## src/rtl/pad_port_pkg.sv

```systemverilog
package pad_port_pkg;
  localparam int BTN_W   = 12;
  localparam int PORT_W  = 8;
  localparam int FIELD_W = 6;
  localparam int SEL_BIT = 6;

  // button positions inside the button vector
  localparam int B_UP = 0, B_DOWN = 1, B_LEFT = 2, B_RIGHT = 3;
  localparam int B_B = 4, B_C = 5, B_A = 6, B_START = 7;
  localparam int B_Z = 8, B_Y = 9, B_X = 10, B_M = 11;

  typedef enum logic [1:0] {
    PH_IDLE = 2'd0,
    PH_ONE  = 2'd1,
    PH_ID   = 2'd2,
    PH_EXT  = 2'd3
  } pad_phase_e;

  // Pin levels for the low six bits; lvl is already active-low.
  function automatic logic [FIELD_W-1:0] pad_field(
    input logic [BTN_W-1:0] lvl,
    input logic             sel,
    input pad_phase_e       ph,
    input logic             six);
    logic [FIELD_W-1:0] f;
    if (six && ph == PH_EXT && sel)
      f = {lvl[B_C], lvl[B_B], lvl[B_M], lvl[B_X], lvl[B_Y], lvl[B_Z]};
    else if (six && ph == PH_EXT)
      f = {lvl[B_START], lvl[B_A], 4'b1111};
    else if (six && ph == PH_ID && !sel)
      f = {lvl[B_START], lvl[B_A], 4'b0000};
    else if (sel)
      f = {lvl[B_C], lvl[B_B], lvl[B_RIGHT], lvl[B_LEFT], lvl[B_DOWN], lvl[B_UP]};
    else
      f = {lvl[B_START], lvl[B_A], 2'b00, lvl[B_DOWN], lvl[B_UP]};
    return f;
  endfunction

  function automatic logic [PORT_W-1:0] port_keep_mask(input logic [PORT_W-1:0] dir);
    logic [PORT_W-1:0] m;
    m = dir;
    m[PORT_W-1] = 1'b1;
    return m;
  endfunction

  function automatic logic [PORT_W-1:0] port_merge(
    input logic [PORT_W-1:0]  data,
    input logic [PORT_W-1:0]  keep,
    input logic [FIELD_W-1:0] field);
    logic [PORT_W-1:0] wide;
    wide = {{(PORT_W-FIELD_W){1'b0}}, field};
    return (data & keep) | (wide & ~keep);
  endfunction
endpackage

```

## src/rtl/pad_phase_track.sv

```systemverilog
module pad_phase_track
  import pad_port_pkg::*;
#(
  parameter int TIMEOUT_CYCLES = 375000
) (
  input  logic       clk,
  input  logic       rst_n,
  input  logic       sel,
  output pad_phase_e phase,
  output logic       th_rise,
  output logic       th_toggle,
  output logic       idle_expire
);
  localparam int CNT_W = $clog2(TIMEOUT_CYCLES + 1);
  localparam logic [CNT_W-1:0] IDLE_LIMIT = CNT_W'(TIMEOUT_CYCLES - 1);

  logic             sel_q;
  logic [CNT_W-1:0] idle_cnt;

  assign th_toggle   = sel ^ sel_q;
  assign th_rise     = sel & ~sel_q;
  assign idle_expire = !th_toggle && (idle_cnt == IDLE_LIMIT);

  always_ff @(posedge clk or negedge rst_n) begin
    if (!rst_n) begin
      sel_q    <= 1'b1;
      idle_cnt <= '0;
      phase    <= PH_IDLE;
    end else begin
      sel_q <= sel;
      if (th_toggle)
        idle_cnt <= '0;
      else if (idle_cnt != IDLE_LIMIT)
        idle_cnt <= idle_cnt + 1'b1;
      if (th_rise) begin
        if (phase != PH_EXT) phase <= pad_phase_e'(phase + 2'd1);
      end else if (idle_expire) begin
        phase <= PH_IDLE;
      end
    end
  end

  AST_RISE_STEP: assert property (@(posedge clk) disable iff (!rst_n)
    (th_rise && phase != PH_EXT) |=> (phase == $past(phase) + 2'd1));
  AST_RISE_SAT: assert property (@(posedge clk) disable iff (!rst_n)
    (th_rise && phase == PH_EXT) |=> (phase == PH_EXT));
  AST_PHASE_HOLD: assert property (@(posedge clk) disable iff (!rst_n)
    (!th_rise && !idle_expire) |=> $stable(phase));
  AST_IDLE_CLEAR: assert property (@(posedge clk) disable iff (!rst_n)
    idle_expire |=> (phase == PH_IDLE));
endmodule

```

## src/rtl/pad_field_sel.sv

```systemverilog
module pad_field_sel
  import pad_port_pkg::*;
(
  input  logic [BTN_W-1:0]   btn_pressed,
  input  logic               sel,
  input  pad_phase_e         phase,
  input  logic               six_btn_en,
  output logic [FIELD_W-1:0] field
);
  logic [BTN_W-1:0] btn_level;
  assign btn_level = ~btn_pressed;
  assign field = pad_field(btn_level, sel, phase, six_btn_en);
endmodule

```

## src/rtl/pad_port_mux.sv

```systemverilog
module pad_port_mux
  import pad_port_pkg::*;
#(
  parameter int TIMEOUT_CYCLES = 375000
) (
  input  logic              clk,
  input  logic              rst_n,
  input  logic              six_btn_en,
  input  logic [BTN_W-1:0]  btn_pressed,
  input  logic [PORT_W-1:0] port_data,
  input  logic [PORT_W-1:0] port_dir,
  output logic [PORT_W-1:0] rd_value
);
  pad_phase_e         phase;
  logic               th_rise, th_toggle, idle_expire;
  logic               sel;
  logic [FIELD_W-1:0] field;
  logic [PORT_W-1:0]  keep;

  assign sel  = port_data[SEL_BIT];
  assign keep = port_keep_mask(port_dir);

  pad_phase_track #(.TIMEOUT_CYCLES(TIMEOUT_CYCLES)) u_phase (
    .clk(clk), .rst_n(rst_n), .sel(sel), .phase(phase),
    .th_rise(th_rise), .th_toggle(th_toggle), .idle_expire(idle_expire));

  pad_field_sel u_sel (
    .btn_pressed(btn_pressed), .sel(sel), .phase(phase),
    .six_btn_en(six_btn_en), .field(field));

  assign rd_value = port_merge(port_data, keep, field);

  AST_DIR_PASS: assert property (@(posedge clk) disable iff (!rst_n)
    ((rd_value & keep) == (port_data & keep)));
  AST_ID_ZERO: assert property (@(posedge clk) disable iff (!rst_n)
    (six_btn_en && phase == PH_ID && !sel) |-> ((rd_value[3:0] & ~keep[3:0]) == 4'h0));
  AST_EXT_ONES: assert property (@(posedge clk) disable iff (!rst_n)
    (six_btn_en && phase == PH_EXT && !sel) |-> ((rd_value[3:0] | keep[3:0]) == 4'hF));
endmodule

```

## config.mk

```make
export PLATFORM = sky130hd
export DESIGN_NAME = pad_port_mux
export DESIGN_NICKNAME = d
export VERILOG_FILES = /design/src/rtl/pad_port_pkg.sv /design/src/rtl/pad_phase_track.sv /design/src/rtl/pad_field_sel.sv /design/src/rtl/pad_port_mux.sv
export SDC_FILE = /design/constraint.sdc
export NUM_CORES = 1
export LEC_CHECK = 0
export ABC_AREA = 1
export ABC_CLOCK_PERIOD_IN_PS = 1200
export CELL_PAD_IN_SITES_DETAIL_PLACEMENT = 2
export CELL_PAD_IN_SITES_GLOBAL_PLACEMENT = 2
export CORE_MARGIN = 1.5
export CORE_UTILIZATION = 31
export CTS_CLUSTER_SIZE = 14
export DETAILED_ROUTE_END_ITERATION = 8
export DONT_BUFFER_PORTS = 1
export PLACE_DENSITY = 0.85
export SKIP_LAST_GASP = 1
export SYNTH_ARGS = -nofsm -noshare
export SYNTH_HDL_FRONTEND = slang
export SYNTH_SLANG_ARGS = --single-unit
```

## constraint.sdc

```tcl
create_clock -name clk -period 1.2 [get_ports clk]
set_input_delay 0.18 -clock clk [delete_from_list [all_inputs] [get_ports clk]]
set_output_delay 0.18 -clock clk [all_outputs]
set_load 0.01 [all_outputs]
```

==> flow_metrics.tcl <==
set metrics [dict create \
    fin_worst_skew_ps 11.7 \
    fin_crit_ps 1680 \
    final_common_cell "buf_4" \
    die_y_um 72.3 \
    place_congestion 0.836 \
    cp_cell_sequence "ha_4 -> nand3_4 -> nor2_4 -> nand3_2 -> xor2_1 -> nor2_1" \
    wl_met2_um 4390 \
    p_leak_nw 1.13 \
    clockBufferDepth 2 \
    internal-power_w 0.00151 \
    fin_tns_setup_ps -8060 \
    post-dp-hpwl_um 3850 \
    antenna_cells 0 \
    cp-start-kind "flip-flop" \
    max_stage_delay_ps 460 \
    via_count 1830 \
    ios 39 \
    maxSlewViolCount 0 \
    synthCells 205 \
    final_cell_mix "40 x buf_4, 32 x nand2_1, 18 x inv_1, 16 x nor2_1, 16 x buf_6" \
    stdcell_count 318 \
    first_pass_iters 4 \
    finalHoldViolations 0 \
    relSlewSlack_pct 28.1 \
    clock_power_share_pct 25.4 \
    drive_above_1_share_pct 58.7 \
    violations "setup timing" \
    grt_pass1_vias 1928 \
    outcome "finished with violations" \
    ys_types 29 \
    route.detailed.drc 0 \
    numPortBuffers 0 \
    grt_antenna_before_repair 1 \
    vias_per_cell 5.75 \
    critPathArrivalTime_ps 1830 \
    cp.depth 6 \
    numClockSinks 22 \
    tritoncts "built" \
    ctsRootBufferMaster "clkbuf_8" \
    path_buf_inv 0 \
    cpMaxStageDelayCell "dfrtp_2" \
    wirelength_um 9010 \
    ys_seq_area_share_pct 37.1 \
    setup.worst_path.start "u_phase.idle_cnt[1]$_DFFE_PN0P_" \
    power_switching_w 0.000795 \
    wl_per_cell_um 28.3 \
    grt_pass1_wl_um 11000 \
    die_area_um2 5230 \
    syn_area_per_cell_um2 7.26 \
    comb_power_share_pct 35.6 \
    cts_buffers 3 \
    ys.warnings.count 0 \
    row_count 25 \
    placedCellCount 284 \
    final_nets 301 \
    die_w_um 72.3 \
    finalSetupViolCount 25 \
    rsz0062_at_grt "true" \
    ant_nets 0 \
    path_clk_slew_ps 90 \
    cp.required_ps 1350 \
    setup_ws_ps -480 \
    htreeDepth 1 \
    powerDensity_nw_per_um2 911 \
    seqPwrFrac_pct 39.1 \
    areaGrowthSynthToFinish_pct 69.8 \
    dr_wl_met3_um 460 \
    peakVddDrop_uv 780 \
    wl_met1_um 3620 \
    reg2reg_depth 6 \
    worstSkewPairLatency_ps 290 \
    swShare_pct 34.5 \
    maxCapViolCount 0 \
    reg2reg_to "u_phase.idle_cnt[14]$_DFFE_PN0P_" \
    highest_layer "met5" \
    crit_path_end_kind "flip-flop" \
    crit_family "simple AND/OR/NAND/NOR gates" \
    syn_area_um2 1490 \
    synth-seq-cells 22 \
    path_class "flip-flop to flip-flop" \
    grt_max_degree 23 \
    detail_route.iter0.violations 97 \
    hold_path.class "primary input to asynchronous set/reset pin" \
    core_area_um2 4660 \
    grtUsageTotal_pct 28.9 \
    fmax_mhz 595 \
    start_util_pct 31.9 \
    synth.net_count 241 \
    crit_end "u_phase.idle_cnt[14]$_DFFE_PN0P_" \
    crit-reg2reg-launch "u_phase.idle_cnt[1]$_DFFE_PN0P_" \
    worst_pin_slew_ps 1080 \
    r2r_setup_slack_ps -480 \
    grt_overflow_total 0 \
    utilization_pct 54.3 \
    worst-path-max-fanout 5 \
    fin_crit_sh_pct 140 \
]
cells in the mapped netlist (all sizes together):
library cell / count / share of area (%)
clkbuf: 1 / 0.25
o21ai: 14 / 4.7
a21oi: 10 / 3.4
nor2: 36 / 11
or2: 1 / 0.42
nand3: 20 / 7.7
inv: 23 / 5.8
dfstp: 1 / 1.8
nor3: 6 / 2.4
nand2: 44 / 12
a22o: 3 / 1.8
nand3b: 2 / 1.0
nor3b: 2 / 1.0
clkinv: 2 / 0.50
ha: 5 / 4.2
dfrtp: 21 / 35
xor2: 3 / 1.8
buf: 2 / 1.0
xnor2: 1 / 0.59
mux2: 1 / 0.76
nand4: 7 / 3.4
cell families (layout without fill, tap and decap cells):
kind of cell | after synthesis | count (layout) | synth area share [%]
simple gates | 118 | 118 | 38.2
buf+inv | 28 | 87 | 7.56
compound gates | 27 | 27 | 9.83
flops | 22 | 22 | 37.1
fa+ha+maj | 5 | 5 | 4.20
xor+xnor | 4 | 4 | 2.35
mux | 1 | 1 | 0.756
timing repair:
action | in CTS | in global routing
gates resized for setup | 69 | 51
pin swaps | 22 | 30
setup buffers | 12 | 17
endpoints found under the setup margin | 24 | 47
endpoints found under the hold margin | 23 | 0
cloned | 0 | 0
hold buffers | 2 | 0
how the worst min path moves through the flow:
stage / startpoint / end / slack, ps / cells past startpoint
final: rst_n / u_phase.idle_cnt[4]$_DFFE_PN0P_ / 160 / 1
after global placement: rst_n / u_phase.idle_cnt[7]$_DFFE_PN0P_ / -110 / 0
after detailed placement: rst_n / u_phase.idle_cnt[7]$_DFFE_PN0P_ / -120 / 0
after CTS: port_data[6] / u_phase.idle_cnt[4]$_DFFE_PN0P_ / 270 / 3
after global routing: rst_n / u_phase.idle_cnt[4]$_DFFE_PN0P_ / 230 / 1
after floorplan: rst_n / u_phase.idle_cnt[0]$_DFFE_PN0P_ / -120 / 0
registers in the layout (all words and copies together), names as in the netlist:
register / count
u_phase.sel_q: 1
u_phase.idle_cnt: 19
u_phase.phase: 2
worst register-to-register path: stages (launching register included):
cell	delay (ps)
dfrtp_2	460
ha_4	190
nand3_4	140
nor2_4	160
nand3_2	110
xor2_1	190
nor2_1	290
routing by layer:
| metal | vias up | track usage [%] |
|---|---|---|
| li1 | 790 | - |
| met1 | 926 | 34.1 |
| met2 | 73 | 54.7 |
| met3 | 39 | 3.75 |
| met4 | 2 | 7.34 |
| met5 | - | 0 |
power by group through the flow:
stage	clock network [W]	registers [W]	logic, W
after floorplan	0	0.000847	0.000270
after global placement	0	0.000859	0.000394
after detailed placement	0	0.000865	0.000413
after CTS	0.000585	0.000880	0.000607
after global routing	0.000623	0.000906	0.000868
final	0.000584	0.000900	0.000820
stage by stage:
step / cell area (um2) / hold slack [ps] / worst slack, ps / total power [W]
after global routing: 2530 / 232 / -506 / 0.00240
after floorplan: 1540 / -116 / -56.4 / 0.00112
after CTS: 2220 / 273 / -404 / 0.00207
final: 2530 / 158 / -480 / 0.00230
after detailed placement: 1790 / -115 / -217 / 0.00128
after global placement: 1790 / -115 / -111 / 0.00125
cell type report:
class	instances	area [um2]
Fill cell	499	2130
Multi-Input combinational cell	155	1230
Sequential cell	22	568
Timing Repair Buffer	58	503
Inverter	25	109
Tap cell	54	67.6
Clock buffer	4	55.1
Power figures use the tool's default switching activity.
